[src/rtl/btb_pkg.sv]
package btb_pkg;
  typedef enum logic [1:0] {
    EV_NONE       = 2'd0,
    EV_MISFETCH   = 2'd1,
    EV_MISPREDICT = 2'd2
  } btb_event_e;
endpackage

[src/rtl/btb_table.sv]
module btb_table #(
  parameter int PC_W  = 32,
  parameter int IDX_W = 6
) (
  input  logic            clk_i,
  input  logic            rst_ni,
  input  logic [PC_W-1:0] rd_pc_i,
  output logic            rd_hit_o,
  output logic [PC_W-1:0] rd_tgt_o,
  input  logic            wr_en_i,
  input  logic [PC_W-1:0] wr_pc_i,
  input  logic [PC_W-1:0] wr_tgt_i
);
  localparam int ENTRIES = 1 << IDX_W;
  localparam int TAG_W   = PC_W - 2;

  logic [ENTRIES-1:0] vld_q;
  logic [TAG_W-1:0]   tag_q [ENTRIES];
  logic [TAG_W-1:0]   tgt_q [ENTRIES];

  logic [IDX_W-1:0] rd_idx, wr_idx;
  assign rd_idx = rd_pc_i[IDX_W+1:2];
  assign wr_idx = wr_pc_i[IDX_W+1:2];

  // read old contents; writes land at the edge
  assign rd_hit_o = vld_q[rd_idx] && (tag_q[rd_idx] == rd_pc_i[PC_W-1:2]);
  assign rd_tgt_o = {tgt_q[rd_idx], 2'b00};

  always_ff @(posedge clk_i or negedge rst_ni) begin
    if (!rst_ni)      vld_q <= '0;
    else if (wr_en_i) vld_q[wr_idx] <= 1'b1;
  end

  always_ff @(posedge clk_i) begin
    if (wr_en_i) begin
      tag_q[wr_idx] <= wr_pc_i[PC_W-1:2];
      tgt_q[wr_idx] <= wr_tgt_i[PC_W-1:2];
    end
  end


  wr_visible_chk: assert property (@(posedge clk_i) disable iff (!rst_ni)
    wr_en_i |=> vld_q[$past(wr_idx)]);
endmodule

[src/rtl/btb_resolve.sv]
module btb_resolve
  import btb_pkg::*;
#(
  parameter int PC_W = 32
) (
  input  logic            clk_i,
  input  logic            rst_ni,
  input  logic            res_valid_i,
  input  logic [PC_W-1:0] res_pc_i,
  input  logic            res_taken_i,
  input  logic [PC_W-1:0] res_target_i,
  input  logic            res_pred_hit_i,
  input  logic [PC_W-1:0] res_pred_next_i,
  output logic            misfetch_o,
  output logic            mispredict_o,
  output logic            redirect_valid_o,
  output logic [PC_W-1:0] redirect_pc_o
);
  btb_event_e      ev_d, ev_q;
  logic [PC_W-1:0] correct_pc, pc_q;

  assign correct_pc = res_taken_i ? res_target_i : res_pc_i + PC_W'(4);

  always_comb begin
    ev_d = EV_NONE;
    if (res_valid_i) begin
      if (!res_pred_hit_i) begin
        if (res_taken_i) ev_d = EV_MISFETCH;
      end else if (res_pred_next_i != correct_pc) begin
        ev_d = EV_MISPREDICT;
      end
    end
  end

  always_ff @(posedge clk_i or negedge rst_ni) begin
    if (!rst_ni) begin
      ev_q <= EV_NONE;
      pc_q <= '0;
    end else begin
      ev_q <= ev_d;
      if (ev_d != EV_NONE) pc_q <= correct_pc;
    end
  end

  assign misfetch_o       = (ev_q == EV_MISFETCH);
  assign mispredict_o     = (ev_q == EV_MISPREDICT);
  assign redirect_valid_o = (ev_q != EV_NONE);
  assign redirect_pc_o    = pc_q;


  redirect_cause_chk: assert property (@(posedge clk_i) disable iff (!rst_ni)
    redirect_valid_o |-> $past(res_valid_i));


  misfetch_chk: assert property (@(posedge clk_i) disable iff (!rst_ni)
    res_valid_i && res_taken_i && !res_pred_hit_i
      |=> misfetch_o && redirect_pc_o == $past(res_target_i));


  bad_target_chk: assert property (@(posedge clk_i) disable iff (!rst_ni)
    res_valid_i && res_pred_hit_i && res_taken_i && res_pred_next_i != res_target_i
      |=> mispredict_o);
endmodule

[src/rtl/btb_fetch.sv]
module btb_fetch #(
  parameter int PC_W  = 32,
  parameter int IDX_W = 6
) (
  input  logic            clk_i,
  input  logic            rst_ni,
  input  logic [PC_W-1:0] fetch_pc_i,
  input  logic            dir_taken_i,
  output logic            hit_o,
  output logic [PC_W-1:0] next_pc_o,
  input  logic            res_valid_i,
  input  logic [PC_W-1:0] res_pc_i,
  input  logic            res_taken_i,
  input  logic [PC_W-1:0] res_target_i,
  input  logic            res_pred_hit_i,
  input  logic [PC_W-1:0] res_pred_next_i,
  output logic            misfetch_o,
  output logic            mispredict_o,
  output logic            redirect_valid_o,
  output logic [PC_W-1:0] redirect_pc_o
);
  logic [PC_W-1:0] stored_tgt;

  btb_table #(.PC_W(PC_W), .IDX_W(IDX_W)) u_table (
    .clk_i    (clk_i),
    .rst_ni   (rst_ni),
    .rd_pc_i  (fetch_pc_i),
    .rd_hit_o (hit_o),
    .rd_tgt_o (stored_tgt),
    .wr_en_i  (res_valid_i),
    .wr_pc_i  (res_pc_i),
    .wr_tgt_i (res_target_i)
  );

  // direction only from external predictor, and only on a hit
  assign next_pc_o = (hit_o && dir_taken_i) ? stored_tgt : fetch_pc_i + PC_W'(4);

  btb_resolve #(.PC_W(PC_W)) u_resolve (
    .clk_i            (clk_i),
    .rst_ni           (rst_ni),
    .res_valid_i      (res_valid_i),
    .res_pc_i         (res_pc_i),
    .res_taken_i      (res_taken_i),
    .res_target_i     (res_target_i),
    .res_pred_hit_i   (res_pred_hit_i),
    .res_pred_next_i  (res_pred_next_i),
    .misfetch_o       (misfetch_o),
    .mispredict_o     (mispredict_o),
    .redirect_valid_o (redirect_valid_o),
    .redirect_pc_o    (redirect_pc_o)
  );


  seq_on_miss_chk: assert property (@(posedge clk_i) disable iff (!rst_ni)
    !hit_o |-> next_pc_o == fetch_pc_i + PC_W'(4));
endmodule

[config.mk]
export PLATFORM = sky130hd
export DESIGN_NAME = btb_fetch
export DESIGN_NICKNAME = d
export VERILOG_FILES = /design/src/rtl/btb_pkg.sv /design/src/rtl/btb_table.sv /design/src/rtl/btb_resolve.sv /design/src/rtl/btb_fetch.sv
export SDC_FILE = /design/constraint.sdc
export NUM_CORES = 2
export LEC_CHECK = 0
export BUFFER_PORTS_ARGS = -buffer_cell sky130_fd_sc_hd__buf_2
export CAP_MARGIN = 0
export CORE_MARGIN = 10
export CORE_UTILIZATION = 46
export CTS_CLUSTER_DIAMETER = 50
export DETAILED_ROUTE_END_ITERATION = 7
export PLACE_DENSITY_LB_ADDON = 0.15
export RECOVER_POWER = 100
export SYNTH_ARGS = -nofsm -noshare
export SYNTH_HDL_FRONTEND = slang
export SYNTH_SLANG_ARGS = --single-unit
[constraint.sdc]
create_clock -name clk_i -period 4.25 [get_ports clk_i]
set_input_delay 0.2125 -clock clk_i [delete_from_list [all_inputs] [get_ports clk_i]]
set_output_delay 0.2125 -clock clk_i [all_outputs]
set_load 0.05 [all_outputs]
==> reports/summary.txt <==
Final Hold Viols = 0
Via Count = 82,009
Synth Register Bits = 3,938
Clock power share = 44.4%
Reg power frac = 49.0%
Number of nets in the layout = 8,105
Worst-margin pin slew = 3.77 ns
Area Growth Syn to Fin = 18.2%
Setup Skew = 0 ns
Min Tclk post-route = 5.11 ns
WL/cell = 41.7 µm
Commonest register cell after synthesis = edfxtp_1
Yosys cell types = 79
Die area = 356,000 µm²
Final Util = 54.7%
P_leak = 0.0586 µW
DIE WIDTH = 597 µm
Placed cells = 11,818
Fin cells = 12,739
Final HPWL DP = 308,000 µm
Synth top area cells = edfxtp_1, mux4_2, dfrtp_1
Root Driver = clkbuf_16
Synth area leader = edfxtp_1
Most common cell after layout, fill and taps aside = edfxtp_1
Drt first pass iters = 8
Initial DRC count = 11,973
Post-synthesis sequential area ratio = 76.9%
Worst-skew pair later-pin latency = 0.99 ns
Drt drc = 0
Synthesized area = 153,000 µm²
Max_cap viols = 77
Status = complete, but fails checks
Worst slack at placement = -0.965 ns
Global-route wire length before repair = 712,000 µm
Data arrival, critical path = 4.90 ns
IR drop worst, VDD = 360 µV
Design Area, Final = 181,000 µm²
Worst hold path type = in -> reg
Required time worst endpoint = 4.04 ns
Max Fclk = 0.196 GHz
Clock sink total = 3,938
WL final = 531,000 µm
Sw Pwr = 19,600 µW
Slew HR = -151%
Post-synthesis net count = 6,992
Starting Density = 46.3%
Critical path class = reg -> out
Placer Congestion = 0.893
Synth warn = 0
Switch share = 22.3%
Post-synthesis async set-or-reset flop share = 2.49%
H-tree levels = 5
PnR worst setup slack = -0.863 ns
Int Pwr = 68,600 µW
Routed vias/inst = 6.44
Post-synth EDFFs = 3,840
DIE HEIGHT = 597 µm
Clock Path Buffers = 4
Synth top area share = 75.3%
Power per Cell Area = 487 nW/µm²
Largest net degree at the start of global routing = 94
Final setup fails = 292
Worst-path clk slew = 0.06 ns
RSZ-0062 raised after global routing = yes
Syn Inst Count = 6,856
Share of cells above drive strength 1 = 32.3%
Row Count = 211
Startpoint types = flip-flop
Overflow after GRT = 0
Setup crit end kind = output pin
Worst-path fanout max = 5
Antenna violations before repair = 47
Core area = 331,000 µm²
IO buf count = 201
CTS buffer count = 446
Post-DP Area = 167,000 µm²
Crit share post-route = 120%
CTS tree = built
Syn avg cell area = 22.3 µm²
Commonest cells after routing, fill and taps aside = edfxtp_1, mux4_2, clkbuf_16
Fin. max-slew vios = 4,115
IO Count = 202
Post-DRT Antenna Nets = 0
Logic pwr share = 6.6%
Tot GR Track Use = 29.2%
Vias in the first global route = 81,568
Failing checks = capacitance limit, slew limit, setup timing
[timing repair]
item	CTS	global route
hold endpoints to repair	2008	0
gates resized for setup	90	28
setup buffers	4	5
gates cloned	2	0
pin swaps	9	12
setup endpoints to repair	33	62
hold buffers	60	0
[final cells by class]
| class | count | area (µm²) |
|---|---|---|
| clock buffer | 552 | 11800 |
| antenna | 22 | 55.1 |
| multi-input combinational | 2522 | 33800 |
| timing repair buffer | 1028 | 8850 |
| tap | 4366 | 5460 |
| fill | 25238 | 150000 |
| sequential | 3938 | 118000 |
| clock inverter | 278 | 3190 |
| inverter | 33 | 136 |
[cell families after synthesis]
logic type / after synthesis / share of synthesized area [%]
DFF: 3938 / 76.9
muxes: 1321 / 17.0
and+or+nand+nor: 633 / 2.04
AOI/OAI and AO/OA: 439 / 2.01
buffers and inverters: 396 / 1.36
xor gates and xnor gates: 127 / 0.735
adders and majority gates: 2 / 0.0163
[registers in the layout, summed over array words and instances (netlist names)]
name / cells
u_resolve.redirect_pc_o: 32
u_table.vld_q: 64
u_table.tgt_q: 1920
u_table.tag_q: 1920
u_resolve.ev_q: 2
[worst paths after layout]
kind	to	start	cells after the start	slack, ns
max in group asynchronous	u_resolve.redirect_pc_o[23]	rst_ni	4	0.17
setup reg to reg	u_resolve.redirect_pc_o[29]	u_resolve.redirect_pc_o[29]	1	3.41
min in group asynchronous	u_table.vld_q[35]	rst_ni	4	1.83
setup / recovery	next_pc_o[7]	u_table.tag_q[43][11]	16	-0.86
hold / removal	u_resolve.redirect_pc_o[2]	res_taken_i	4	0.08
hold reg to reg	u_table.vld_q[6]	u_table.vld_q[6]	1	0.47
[per-layer routing]
layer | up-vias | share of wire (%) | wire length (µm) | track usage (%)
met5 | - | 0.017 | 89 | 0
met4 | 14 | 6.8 | 35900 | 15.6
met3 | 1174 | 9.6 | 50700 | 5.38
met2 | 5030 | 47 | 249000 | 46.1
met1 | 44452 | 37 | 195000 | 38.9
li1 | 31339 | - | - | -
[cells in the mapped netlist, drive strengths merged, types with 21 or more instances]
cell and count:
nand2 166, xor2 47, nor2b 26, mux2i 228, dfrtp 98, o22ai 32
edfxtp 3840, o21ai 85, buf 227, nand4 22, a21oi 57, clkbuf 136
or2 71, mux2 90, inv 32, xnor2 79, nor3 33, nor2 162
mux4 1003, o221ai 21, a22oi 75, nand3 55, a221oi 28
[worst max-delay path, cell delays in order (launching register included)]
cell       delay [ns]
edfxtp_1         0.36
mux4_2           0.49
mux4_2           0.50
nor2_4           0.13
a31oi_4          0.06
o211ai_1         0.21
clkbuf_16        0.23
xor2_4           0.15
nor4b_2          0.20
nand4b_1         0.31
nor4_4           0.30
buf_6            0.20
buf_12           0.15
buf_16           0.13
mux2i_2          0.20
buf_4            0.14
buf_12           0.13
[power groups by stage]
stage / Clock, µW / Combinational (µW) / Sequential (µW)
2_1_floorplan: 0 / 2610 / 44100
3_3_place_gp: 0 / 5640 / 44000
3_5_place_dp: 0 / 5700 / 44000
4_1_cts: 39600 / 5820 / 43200
5_1_grt: 41100 / 5980 / 43300
6_report: 39200 / 5790 / 43300
[metrics by stage]
stage,TNS (ns),power [µW],hold slack [ns]
after floorplan,0,46700,-0.0831
after global placement,-36.56,49600,0.241
after detailed placement,-35.98,49700,0.249
after CTS,-28.81,88600,0.000233
after global routing,-104.97,90300,0.0971
final,-67.78,88200,0.0820
Note: power is estimated with default switching activity, not from simulation.
